===== src/rtl/ipg_pkg.sv =====
package ipg_pkg;
  typedef enum logic [1:0] {
    ST_IDLE = 2'd0,
    ST_GAP  = 2'd1,
    ST_BUSY = 2'd2
  } gap_state_e;
endpackage


===== src/rtl/ipg_cfg_reg.sv =====
module ipg_cfg_reg #(
  parameter int          DATA_W    = 32,
  parameter int          FIELD_W   = 7,
  parameter logic [6:0]  FIELD_RST = 7'h12
) (
  input  logic               clk_i,
  input  logic               rst_ni,
  input  logic               we_i,
  input  logic [FIELD_W-1:0] wfield_i,
  output logic [FIELD_W-1:0] field_o,
  output logic [DATA_W-1:0]  rdata_o
);
  localparam int PAD_W = DATA_W - FIELD_W;

  logic [FIELD_W-1:0] field_q;

  always_ff @(posedge clk_i or negedge rst_ni) begin
    if (!rst_ni)   field_q <= FIELD_W'(FIELD_RST);
    else if (we_i) field_q <= wfield_i;
  end

  assign field_o = field_q;
  assign rdata_o = {{PAD_W{1'b0}}, field_q};
endmodule


===== src/rtl/ipg_gap_counter.sv =====
module ipg_gap_counter
  import ipg_pkg::*;
#(
  parameter int FIELD_W   = 7,
  parameter int INTRINSIC = 6,
  parameter int CNT_W     = 8
) (
  input  logic               clk_i,
  input  logic               rst_ni,
  input  logic               frame_end_i,
  input  logic               start_i,
  input  logic [FIELD_W-1:0] field_i,
  output logic               ready_o
);
  gap_state_e       state_q, state_d;
  logic [CNT_W-1:0] cnt_q, cnt_d;
  logic [CNT_W-1:0] lim_q, lim_d;

  always_comb begin
    state_d = state_q;
    cnt_d   = cnt_q;
    lim_d   = lim_q;
    if (frame_end_i) begin
      // frame-end clock is clock 0 of the gap; the limit is latched here
      state_d = ST_GAP;
      cnt_d   = CNT_W'(1);
      lim_d   = CNT_W'(INTRINSIC) + CNT_W'(field_i);
    end else begin
      unique case (state_q)
        ST_IDLE: if (start_i) state_d = ST_BUSY;
        ST_GAP: begin
          if (cnt_q == lim_q - CNT_W'(1)) state_d = ST_IDLE;
          else                            cnt_d   = cnt_q + CNT_W'(1);
        end
        ST_BUSY: ;
        default: state_d = ST_IDLE;
      endcase
    end
  end

  always_ff @(posedge clk_i or negedge rst_ni) begin
    if (!rst_ni) begin
      state_q <= ST_IDLE;
      cnt_q   <= '0;
      lim_q   <= '0;
    end else begin
      state_q <= state_d;
      cnt_q   <= cnt_d;
      lim_q   <= lim_d;
    end
  end

  assign ready_o = (state_q == ST_IDLE);
endmodule


===== src/rtl/ipg_req_hold.sv =====
module ipg_req_hold (
  input  logic clk_i,
  input  logic rst_ni,
  input  logic req_i,
  input  logic ready_i,
  output logic start_o
);
  logic pend_q;

  assign start_o = ready_i & (req_i | pend_q);

  always_ff @(posedge clk_i or negedge rst_ni) begin
    if (!rst_ni)      pend_q <= 1'b0;
    else if (start_o) pend_q <= 1'b0;
    else if (req_i)   pend_q <= 1'b1;
  end
endmodule


===== src/rtl/ipg_timer.sv =====
module ipg_timer #(
  parameter int         DATA_W    = 32,
  parameter int         FIELD_W   = 7,
  parameter int         INTRINSIC = 6,
  parameter logic [6:0] FIELD_RST = 7'h12
) (
  input  logic              clk_i,
  input  logic              rst_ni,
  input  logic              frame_end_i,
  input  logic              tx_req_i,
  output logic              tx_ready_o,
  output logic              tx_start_o,
  input  logic              reg_we_i,
  input  logic [DATA_W-1:0] reg_wdata_i,
  output logic [DATA_W-1:0] reg_rdata_o
);
  localparam int MAX_GAP = INTRINSIC + (1 << FIELD_W) - 1;
  localparam int CNT_W   = $clog2(MAX_GAP + 1);

  logic [FIELD_W-1:0] field;
  logic               ready;
  logic               start;
  logic               unused_hi;

  assign unused_hi = ^reg_wdata_i[DATA_W-1:FIELD_W];

  ipg_cfg_reg #(
    .DATA_W(DATA_W), .FIELD_W(FIELD_W), .FIELD_RST(FIELD_RST)
  ) u_cfg (
    .clk_i(clk_i), .rst_ni(rst_ni), .we_i(reg_we_i),
    .wfield_i(reg_wdata_i[FIELD_W-1:0]),
    .field_o(field), .rdata_o(reg_rdata_o)
  );

  ipg_gap_counter #(
    .FIELD_W(FIELD_W), .INTRINSIC(INTRINSIC), .CNT_W(CNT_W)
  ) u_cnt (
    .clk_i(clk_i), .rst_ni(rst_ni), .frame_end_i(frame_end_i),
    .start_i(start), .field_i(field), .ready_o(ready)
  );

  ipg_req_hold u_hold (
    .clk_i(clk_i), .rst_ni(rst_ni), .req_i(tx_req_i),
    .ready_i(ready), .start_o(start)
  );

  assign tx_ready_o = ready;
  assign tx_start_o = start;
endmodule


===== config.mk =====
export PLATFORM = sky130hd
export DESIGN_NAME = ipg_timer
export DESIGN_NICKNAME = d
export VERILOG_FILES = /design/src/rtl/ipg_pkg.sv /design/src/rtl/ipg_cfg_reg.sv /design/src/rtl/ipg_gap_counter.sv /design/src/rtl/ipg_req_hold.sv /design/src/rtl/ipg_timer.sv
export SDC_FILE = /design/constraint.sdc
export NUM_CORES = 1
export LEC_CHECK = 0
export ABC_AREA = 1
export CORE_MARGIN = 2
export CORE_UTILIZATION = 45
export DETAILED_ROUTE_END_ITERATION = 6
export DONT_BUFFER_PORTS = 1
export PLACE_DENSITY_LB_ADDON = 0.15
export SETUP_SLACK_MARGIN = 0.3
export SYNTH_ARGS = -nofsm -noshare
export SYNTH_HDL_FRONTEND = slang
export SYNTH_SLANG_ARGS = --single-unit

===== constraint.sdc =====
create_clock -name clk_i -period 2.7 [get_ports clk_i]
set_input_delay 0.54 -clock clk_i [delete_from_list [all_inputs] [get_ports clk_i]]
set_output_delay 0.54 -clock clk_i [all_outputs]
set_load 0.02 [all_outputs]

==> results.md <==
| Parameter | This run |
|---|---|
| Number of I/O pins | 71 |
| Starting density of the core | 47.5% |
| Number of antenna violations at the first check in global routing | 0 |
| Final critical path time including I/O delays and setup | 1.89 ns |
| Length of the first detailed-routing pass in iterations | 4 |
| Global-route wire length before repair | 5150 µm |
| Layout Area Growth over Synthesis | 1.63% |
| Row count | 22 |
| Fin. max-slew vios | 0 |
| Worst clock skew | 0.00663 ns |
| Die Wd | 66.6 µm |
| Total of flip-flops plus latches after synthesis | 26 |
| Worst Tran Pin Value | 0.756 ns |
| Mapped Avg Cell Area | 7.85 µm² |
| Total count of hold-check failures in the final report | 0 |
| Post-Synthesis Cells | 225 |
| Detailed router's first-iteration violation count | 35 |
| Sequential-to-total area share from yosys stat | 37.0% |
| Crit path capture type | flip-flop |
| Run status | finished clean |
| Height of the die | 66.6 µm |
| Commonest non-fill, non-tap cell in the layout | nand2_1 |
| Total leakage power | 0.903 nW |
| Clk pin slew, worst setup/hold paths | 0.09 ns |
| Syn Std Cell Area | 1770 µm² |
| Routed wire per std cell | 11.4 µm |
| Crit path required time | 2.91 ns |
| Arrival time at the worst endpoint | 2.10 ns |
| Longest individual stage delay on the worst path | 0.41 ns |
| Total power per unit cell area | 632 nW/µm² |
| Via count of the first global-routing pass | 1124 |
| Cell with the most instances on the worst path | nand2_1 |
| Startpoint types | flip-flop |
| Clock insertion delay at the later pin of the skew report | 0.27 ns |
| Level count of the clock H-tree | 1 |
| Tcrit/Tclk final | 69.9% |
| Pin count of the biggest net entering global routing | 25 |
| Highest-count cells in the layout ignoring fill and taps | nand2_1 (56), conb_1 (25), dfrtp_1 (24), nor2_1 (16), nand3_1 (16) |
| Number of warnings printed during yosys synthesis | 0 |
| Kind of path behind the tightest hold check | in2async |
| Antenna Violating Nets Remaining | 0 |
| Crit-path cells | inv_1 > ha_1 > inv_1 > nand2_1 > nand3b_1 > nand2_1 > nand3_1 > nor2_2 > nand2_4 > nand2_8 > nand3_2 > nand2_1 |
| CTS Sinks | 26 |
| Peak supply drop | 0.293 mV |
| Global placer's final weighted congestion | 0.804 |
| Post-synthesis cell type count | 30 |
| Number of post-CTS setup repair buffers | 0 |
| Setup violators final | 0 |
| Largest driver fanout on the critical path | 10 |
| Max clock buf depth | 2 |
| Post-route design area | 1790 µm² |
| Startpoint-to-endpoint class of the critical path | reg2reg |
| Worst-case register-to-register setup slack | 0.81 ns |
| Wire length after detailed routing | 3090 µm |
| CTS tree | built |
| Area of placed instances | 1700 µm² |
| Number of max-cap violations | 0 |
| Post-detailed-placement half-perimeter wirelength | 2290 µm |
| Net count, final | 265 |
| Final core utilization | 48.3% |
| Slowest cell on the critical path | dfrtp_1 |
| Die Area | 4440 µm² |
| Total number of vias | 1262 |
| Max-slew headroom | 49.2% |
| GRT Overall Usage | 15.3% |
| Achievable clock frequency | 530 MHz |
| RSZ-0062 raised after global routing | false |
| Share of cells above drive strength 1 | 13.4% |
| Area of the core region | 3720 µm² |
| Drt drc | 0 |
| Diode count | 0 |
| Port Buffer Count | 0 |
| Clock root buffer | clkbuf_8 |
| Cells resized by post-CTS repair | 0 |
| Number of vias per cell after detailed routing | 4.64 |
| Number of CTS-inserted buffers | 3 |
| Grt total ovfl | 0 |
| Post-Route Setup TNS | 0 ns |
-- sequential cells by signal, summed over array words and instances, names as in the netlist --
register,flops
u_cfg.field_o,7
u_cnt.cnt_q,8
u_cnt.lim_q,8
u_cnt.state_q,2
u_hold.pend_q,1
-- routing by layer --
layer,up-vias,wire length [µm],GRT usage [%]
met5,-,0,0
met3,2,107,1.69
met4,0,34,6.12
li1,669,-,-
met1,557,1640,21.9
met2,34,1300,23.5
-- worst paths after layout --
kind | start | endpoint | cells past startpoint
worst max register to register | u_cnt.lim_q[0] | u_cnt.cnt_q[7] | 12
max in group asynchronous | rst_ni | u_cnt.cnt_q[1] | 1
worst max-delay path | u_cnt.lim_q[0] | u_cnt.cnt_q[7] | 12
min in group clk_i | reg_we_i | u_cfg.field_o[1] | 1
worst min-delay path | rst_ni | u_cnt.lim_q[1] | 1
worst min register to register | u_cnt.lim_q[7] | u_cnt.lim_q[7] | 2
-- synthesized netlist by cell type, drive strengths merged --
cell	instances	share of area, %
nand2	60	14
buf	28	12
dfrtp	24	34
nand3	24	9.1
nor2	21	5.5
inv	19	4.0
o21ai	14	4.0
xor2	8	4.0
nand4	5	1.8
nand3b	4	1.7
ha	3	2.1
xnor2	3	1.5
a21oi	2	0.57
clkbuf	2	0.43
dfstp	2	3.0
conb	1	0.21
mux2	1	0.64
nor3	1	0.28
o211ai	1	0.43
o41ai	1	0.50
or2	1	0.35
-- where the power goes --
part	leakage (nW)	switching (mW)	internal, mW
sequential	0.324	0.0775	0.441
clock	0.0357	0.125	0.198
combinational	0.544	0.187	0.105
total	0.903	0.390	0.744
-- logic make-up (layout without fill, tap and decap cells) --
kind of cell             after synthesis  after routing  synth area share (%)
multiplexers                           1              1                 0.638
flip-flops                            26             26                  37.0
AO/OA/AOI/OAI                         18             18                  5.46
AND/OR/NAND/NOR                      116            116                  33.0
other                                  1             25                 0.212
XOR/XNOR                              11             11                  5.46
adder cells (fa/ha/maj)                3              3                  2.13
buffers and inverters                 49             24                  16.1
-- critical path, delay by kind of cell (launching register included) --
kind	cells	cell delay, ns
adder cells (fa/ha/maj)	1	0.30
buffers and inverters	2	0.23
flip-flops	1	0.41
AND/OR/NAND/NOR	9	0.88
-- through the flow --
| stage | hold WS, ns | worst slack, ns | power (mW) | std cells |
|---|---|---|---|---|
| floorplan | 0.244 | 1.04 | 0.792 | 249 |
| global placement | 0.245 | 0.834 | 0.808 | 267 |
| detailed placement | 0.245 | 0.833 | 0.810 | 267 |
| CTS | 0.0716 | 0.803 | 1.14 | 272 |
| global route | 0.0623 | 0.651 | 1.21 | 272 |
| finish | 0.0639 | 0.814 | 1.13 | 272 |
-- final cells by class --
class                   instances  area (µm²)
clock buffers                   3        41.3
clock inverters                 1        30.0
fillers                       375        1920
inverters                      19        71.3
multi-input cells             174         918
flip-flops and latches         26         653
well taps                      48        60.1
repair buffers                  1        20.0
-- what timing repair did --
item / 4_1_cts / 5_1_grt
hold buffers: 1 / 0
setup endpoints to repair: 0 / 0
hold endpoints to repair: 24 / 0
No activity file was read; power rests on OpenSTA's default activity.
